**src/rtl/snoop_retry_pkg.sv**
```systemverilog
package snoop_retry_pkg;

    typedef enum logic [2:0] {
        RS_IDLE,
        RS_LOOK,
        RS_HOLD,
        RS_QUAL,
        RS_REL
    } rsp_state_e;

    typedef struct packed {
        rsp_state_e st;
        logic       hitm;
    } rsp_regs_t;

    typedef enum logic [1:0] {
        CB_IDLE,
        CB_WAIT,
        CB_ISSUE,
        CB_DONE
    } cb_state_e;

    typedef struct packed {
        cb_state_e st;
    } cb_regs_t;

endpackage

```
**src/rtl/snoop_win.sv**
```systemverilog
module snoop_win #(
    parameter int LAST_CYC = 2
) (
    input  logic clk,
    input  logic rst_n,
    input  logic start_i,
    input  logic close_i,
    output logic last_o
);
    localparam int CNT_W = $clog2(LAST_CYC + 1);

    typedef struct packed {
        logic [CNT_W-1:0] cnt;
    } win_regs_t;

    win_regs_t win_d, win_q;
    logic      open_w;
    logic      last_w;

    assign open_w = (win_q.cnt != '0);
    assign last_w = (win_q.cnt == CNT_W'(LAST_CYC - 1));
    assign last_o = last_w;

    always_comb begin
        win_d = win_q;
        if (start_i) begin
            win_d.cnt = CNT_W'(1);
        end else if (open_w && (close_i || last_w)) begin
            win_d.cnt = '0;
        end else if (open_w) begin
            win_d.cnt = win_q.cnt + CNT_W'(1);
        end
    end

    always_ff @(posedge clk) begin
        if (!rst_n) begin
            win_q <= '0;
        end else begin
            win_q <= win_d;
        end
    end
endmodule

```
**src/rtl/snoop_cb.sv**
```systemverilog
module snoop_cb
    import snoop_retry_pkg::*;
(
    input  logic clk,
    input  logic rst_n,
    input  logic claim_i,
    input  logic grant_i,
    output logic req_o,
    output logic issue_o,
    output logic done_o
);
    cb_regs_t cb_d, cb_q;

    always_comb begin
        cb_d = cb_q;
        case (cb_q.st)
            CB_IDLE: begin
                if (claim_i) begin
                    cb_d.st = grant_i ? CB_ISSUE : CB_WAIT;
                end
            end
            CB_WAIT: begin
                if (grant_i) begin
                    cb_d.st = CB_ISSUE;
                end
            end
            CB_ISSUE: cb_d.st = CB_DONE;
            CB_DONE:  cb_d.st = CB_IDLE;
            default:  cb_d.st = CB_IDLE;
        endcase
    end

    always_ff @(posedge clk) begin
        if (!rst_n) begin
            cb_q.st <= CB_IDLE;
        end else begin
            cb_q <= cb_d;
        end
    end

    assign req_o   = (cb_q.st == CB_WAIT) || (cb_q.st == CB_ISSUE);
    assign issue_o = (cb_q.st == CB_ISSUE);
    assign done_o  = (cb_q.st == CB_DONE);
endmodule

```
**src/rtl/snoop_retry_resp.sv**
```systemverilog
module snoop_retry_resp
    import snoop_retry_pkg::*;
#(
    parameter bit FAST_RATIO = 1'b0
) (
    input  logic clk,
    input  logic rst_n,
    input  logic xfer_start_i,
    input  logic addr_ack_i,
    input  logic snp_valid_i,
    input  logic snp_hitm_i,
    input  logic snp_busy_i,
    input  logic bus_grant_i,
    output logic retry_o,
    output logic retry_oe_o,
    output logic bus_req_o,
    output logic cb_start_o,
    output logic cb_done_o
);
    localparam int LAST_CYC = FAST_RATIO ? 3 : 2;

    rsp_regs_t rsp_d, rsp_q;
    logic      win_start;
    logic      win_close;
    logic      win_last;
    logic      must_retry;
    logic      claim;
    logic      cb_req;

    assign must_retry = snp_valid_i && (snp_hitm_i || snp_busy_i);
    assign win_start  = (rsp_q.st == RS_IDLE) && xfer_start_i;
    assign win_close  = (rsp_q.st == RS_LOOK) && (addr_ack_i || snp_valid_i);

    snoop_win #(
        .LAST_CYC(LAST_CYC)
    ) u_win (
        .clk    (clk),
        .rst_n  (rst_n),
        .start_i(win_start),
        .close_i(win_close),
        .last_o (win_last)
    );

    always_comb begin
        rsp_d = rsp_q;
        case (rsp_q.st)
            RS_IDLE: begin
                if (xfer_start_i) begin
                    rsp_d.st = RS_LOOK;
                end
            end
            RS_LOOK: begin
                if (addr_ack_i) begin
                    rsp_d.st = RS_IDLE;
                end else if (must_retry) begin
                    rsp_d.st   = RS_HOLD;
                    rsp_d.hitm = snp_hitm_i;
                end else if (snp_valid_i || win_last) begin
                    rsp_d.st = RS_IDLE;
                end
            end
            RS_HOLD: begin
                if (addr_ack_i) begin
                    rsp_d.st = RS_QUAL;
                end
            end
            RS_QUAL: rsp_d.st = RS_REL;
            RS_REL:  rsp_d.st = RS_IDLE;
            default: rsp_d.st = RS_IDLE;
        endcase
    end

    always_ff @(posedge clk) begin
        if (!rst_n) begin
            rsp_q.st   <= RS_IDLE;
            rsp_q.hitm <= 1'b0;
        end else begin
            rsp_q <= rsp_d;
        end
    end

    assign claim = (rsp_q.st == RS_REL) && rsp_q.hitm;

    snoop_cb u_cb (
        .clk    (clk),
        .rst_n  (rst_n),
        .claim_i(claim),
        .grant_i(bus_grant_i),
        .req_o  (cb_req),
        .issue_o(cb_start_o),
        .done_o (cb_done_o)
    );

    assign retry_o    = (rsp_q.st == RS_HOLD) || (rsp_q.st == RS_QUAL);
    assign retry_oe_o = retry_o || (rsp_q.st == RS_REL);
    assign bus_req_o  = claim || cb_req;
endmodule

```
**config.mk**
```make
export PLATFORM = sky130hd
export DESIGN_NAME = snoop_retry_resp
export DESIGN_NICKNAME = d
export VERILOG_FILES = /design/src/rtl/snoop_retry_pkg.sv /design/src/rtl/snoop_win.sv /design/src/rtl/snoop_cb.sv /design/src/rtl/snoop_retry_resp.sv
export SDC_FILE = /design/constraint.sdc
export NUM_CORES = 1
export LEC_CHECK = 0
export ABC_AREA = 1
export CAP_MARGIN = 30
export CELL_PAD_IN_SITES_DETAIL_PLACEMENT = 1
export CELL_PAD_IN_SITES_GLOBAL_PLACEMENT = 2
export CORE_MARGIN = 4
export CORE_UTILIZATION = 24
export CTS_CLUSTER_DIAMETER = 80
export DETAILED_ROUTE_END_ITERATION = 16
export PLACE_DENSITY_LB_ADDON = 0.1
export SLEW_MARGIN = 5
export SYNTH_ARGS = -nofsm -noshare
export SYNTH_HDL_FRONTEND = slang
export SYNTH_HIERARCHICAL = 1
export SYNTH_SLANG_ARGS = --single-unit
export TNS_END_PERCENT = 50
```
**constraint.sdc**
```tcl
create_clock -name clk -period 1.3 [get_ports clk]
set_clock_uncertainty 0.15 [all_clocks]
set_input_delay 0.13 -clock clk [delete_from_list [all_inputs] [get_ports clk]]
set_output_delay 0.13 -clock clk [all_outputs]
set_load 0.02 [all_outputs]
```
==> results.ini <==
[floorplanning]
dieArea_sq_um = 3150
fp.dieH_um = 56.1
die_w_um = 56.1
ios = 13
fp.coreArea_sq_um = 2210
rows = 17
start_util_pct = 25.1

[worst_setup_path]
endpoint_kind = primary output
crit_type = register to primary output
path_max_fanout = 2
r2r_slack_ns = 0.06
startpoint_type = register
arrival_ns = 1.21
reg2reg_depth = 7
required_ns = 1.02

[clock_network]
numCtsBuffers = 3
cts_buffer_depth = 2
htree_levels = 1
cts_sinks = 8
ctsHoldBuffers = 0
cts_tree = done
clock-root-buffer = clkbuf_4
clk_pin_slew_worst_paths_ns = 0.06
clk_latency_ns = 0.25

[timing]
fin_hold_ws_ns = 0.328
post-route-min-period_ns = 1.49
max_freq_mhz = 670
relSlewSlack_pct = 81.8
rsz0062_at_grt = yes
finalSetupViolCount = 3
fin_crit_sh_pct = 115
worst_pin_slew_ns = 0.271
slew_viol_final = 0
final_hold_viol_count = 0
timing.final.ws_setup_ns = -0.193

[routing]
routed.top_layer = met3
wire_per_inst_um = 10.7
drt-vias-per-instance = 4.13
dr_wl_met2_um = 778
drt.antenna.violating_nets = 0
vias = 599
first_pass_iters = 2
wirelength_um = 1550
drt_iter0_markers = 5
drc = 0
met3_length_um = 39
drt-met1-wl_um = 736

[final_layout]
nets = 133
drive_above_1_share_pct = 47.0
final_util_pct = 43.9
n_antenna_cell = 0
area_growth_syn_to_layout_pct = 74.8
fillerInstances = 279

[grt]
track_usage_pct = 10.2
grt_max_degree = 5
antenna_found_initial = 0
grt_pass1_wl_um = 2570
grt-ovfl-total = 0
grt_pass1_vias = 604

[place]
pre_cts_ws_ns = -0.419
io_buffers = 12
gp_congestion = 0.727
dp_hpwl_um = 1250

[yosys]
netlist_area_sq_um = 556
synth-seq-area-share_pct = 28.8
ys_ff_latch = 8
syn_inst = 87
yosys_warnings = 6
syn_avg_cell_area_sq_um = 6.39
syn_nets = 101
ys_types = 15

[flow_run]
cap_violations = 0

[pwr]
peakVddDrop_uv = 580
power_density_nw_per_um2 = 1360
leakagePower_nw = 0.468
power_mw = 1.32

[run_status]
status = finished, violations left
violations = setup timing

[worst_hold_path]
holdCritPathClass = register to register
whs_path_depth = 2

-- per-layer routing --
| layer | vias to the layer above | track usage (%) |
|---|---|---|
| met2 | 5 | 16.7 |
| met1 | 274 | 12.8 |
| met5 | - | 0 |
| met4 | 0 | 2.03 |
| li1 | 320 | - |
| met3 | 0 | 3.71 |
-- power breakdown --
part	leakage [nW]	total, mW	switching [mW]	internal, mW
clock	0.0138	0.192	0.0866	0.106
combinational	0.386	0.810	0.414	0.396
sequential	0.0680	0.321	0.0291	0.292
-- critical path: stages (launching register included) --
cell	delay (ns)
dfxtp_2	0.33
inv_2	0.05
ha_4	0.23
or2_1	0.22
buf_6	0.13
-- cells by family (layout without fill, tap and decap cells) --
group | count (synthesis) | after routing | synth area share, %
flops | 8 | 8 | 28.8
simple gates | 42 | 42 | 34.2
buf+inv | 22 | 52 | 14.9
compound gates | 9 | 9 | 8.56
fa+ha+maj | 6 | 6 | 13.5
-- repair_timing --
item / in CTS / in global routing
endpoints found under the setup margin: 7 / 10
setup buffers: 1 / 0
gates resized for setup: 46 / 19
pin swaps: 6 / 10
-- area by class of cell --
class	count	area [sq um]	area share, %
Sequential cell	8	168	17.3
Clock buffer	3	22.5	2.32
Tap cell	28	35.0	3.61
Timing Repair Buffer	27	248	25.5
Inverter	22	82.6	8.51
Multi-Input combinational cell	57	415	42.8
-- path summary, 6_finish.rpt --
check / from / to
min: rsp_q[1] / rsp_q[3]
min reg2reg: rsp_q[1] / rsp_q[3]
max: u_cb/cb_q[1] / bus_req_o
max reg2reg: rsp_q[1] / u_win/win_q[1]
-- synth_stat cells (all sizes together) --
| cell | n | share of area [%] |
|---|---|---|
| a21oi | 5 | 4.5 |
| dfxtp | 8 | 29 |
| ha | 6 | 14 |
| inv | 22 | 15 |
| nand2 | 16 | 11 |
| nand3 | 6 | 6.3 |
| nor2 | 17 | 13 |
| nor3 | 2 | 2.7 |
| o21ai | 3 | 2.7 |
| o21bai | 1 | 1.4 |
| or2 | 1 | 1.1 |
-- per-stage QoR --
stage                     setup TNS [ns]  cells  instance area (sq um)
after CTS                         -0.371    146                    911
after floorplan                        0     87                    558
after detailed placement           -1.44    142                    826
final                             -0.267    145                    971
after global placement             -1.25    142                    826
after global routing              -0.552    145                    971
-- flip-flops by register name, summed over array words and instances, names as in the netlist --
signal	cells
u_cb/cb_q	2
u_win/win_q	2
rsp_q	4
-- layout by cell type, fill, tap and decap left out, types with 2 or more instances in the layout --
cell             netlist  layout
a21oi_1                5       4
buf_4                  0      11
buf_6                  0       8
clkbuf_4               0       3
clkdlybuf4s50_1        0       7
dfxtp_1                8       2
dfxtp_2                0       6
ha_1                   6       3
ha_4                   0       3
inv_1                 22      16
inv_2                  0       6
nand2_1               15      10
nand2_2                1       4
nand2_4                0       2
nand3_1                5       4
nand3_2                1       2
nor2_1                14      11
nor2_2                 3       3
nor2_4                 0       3
o21ai_0                3       3
(Power assumes the default switching activity.)
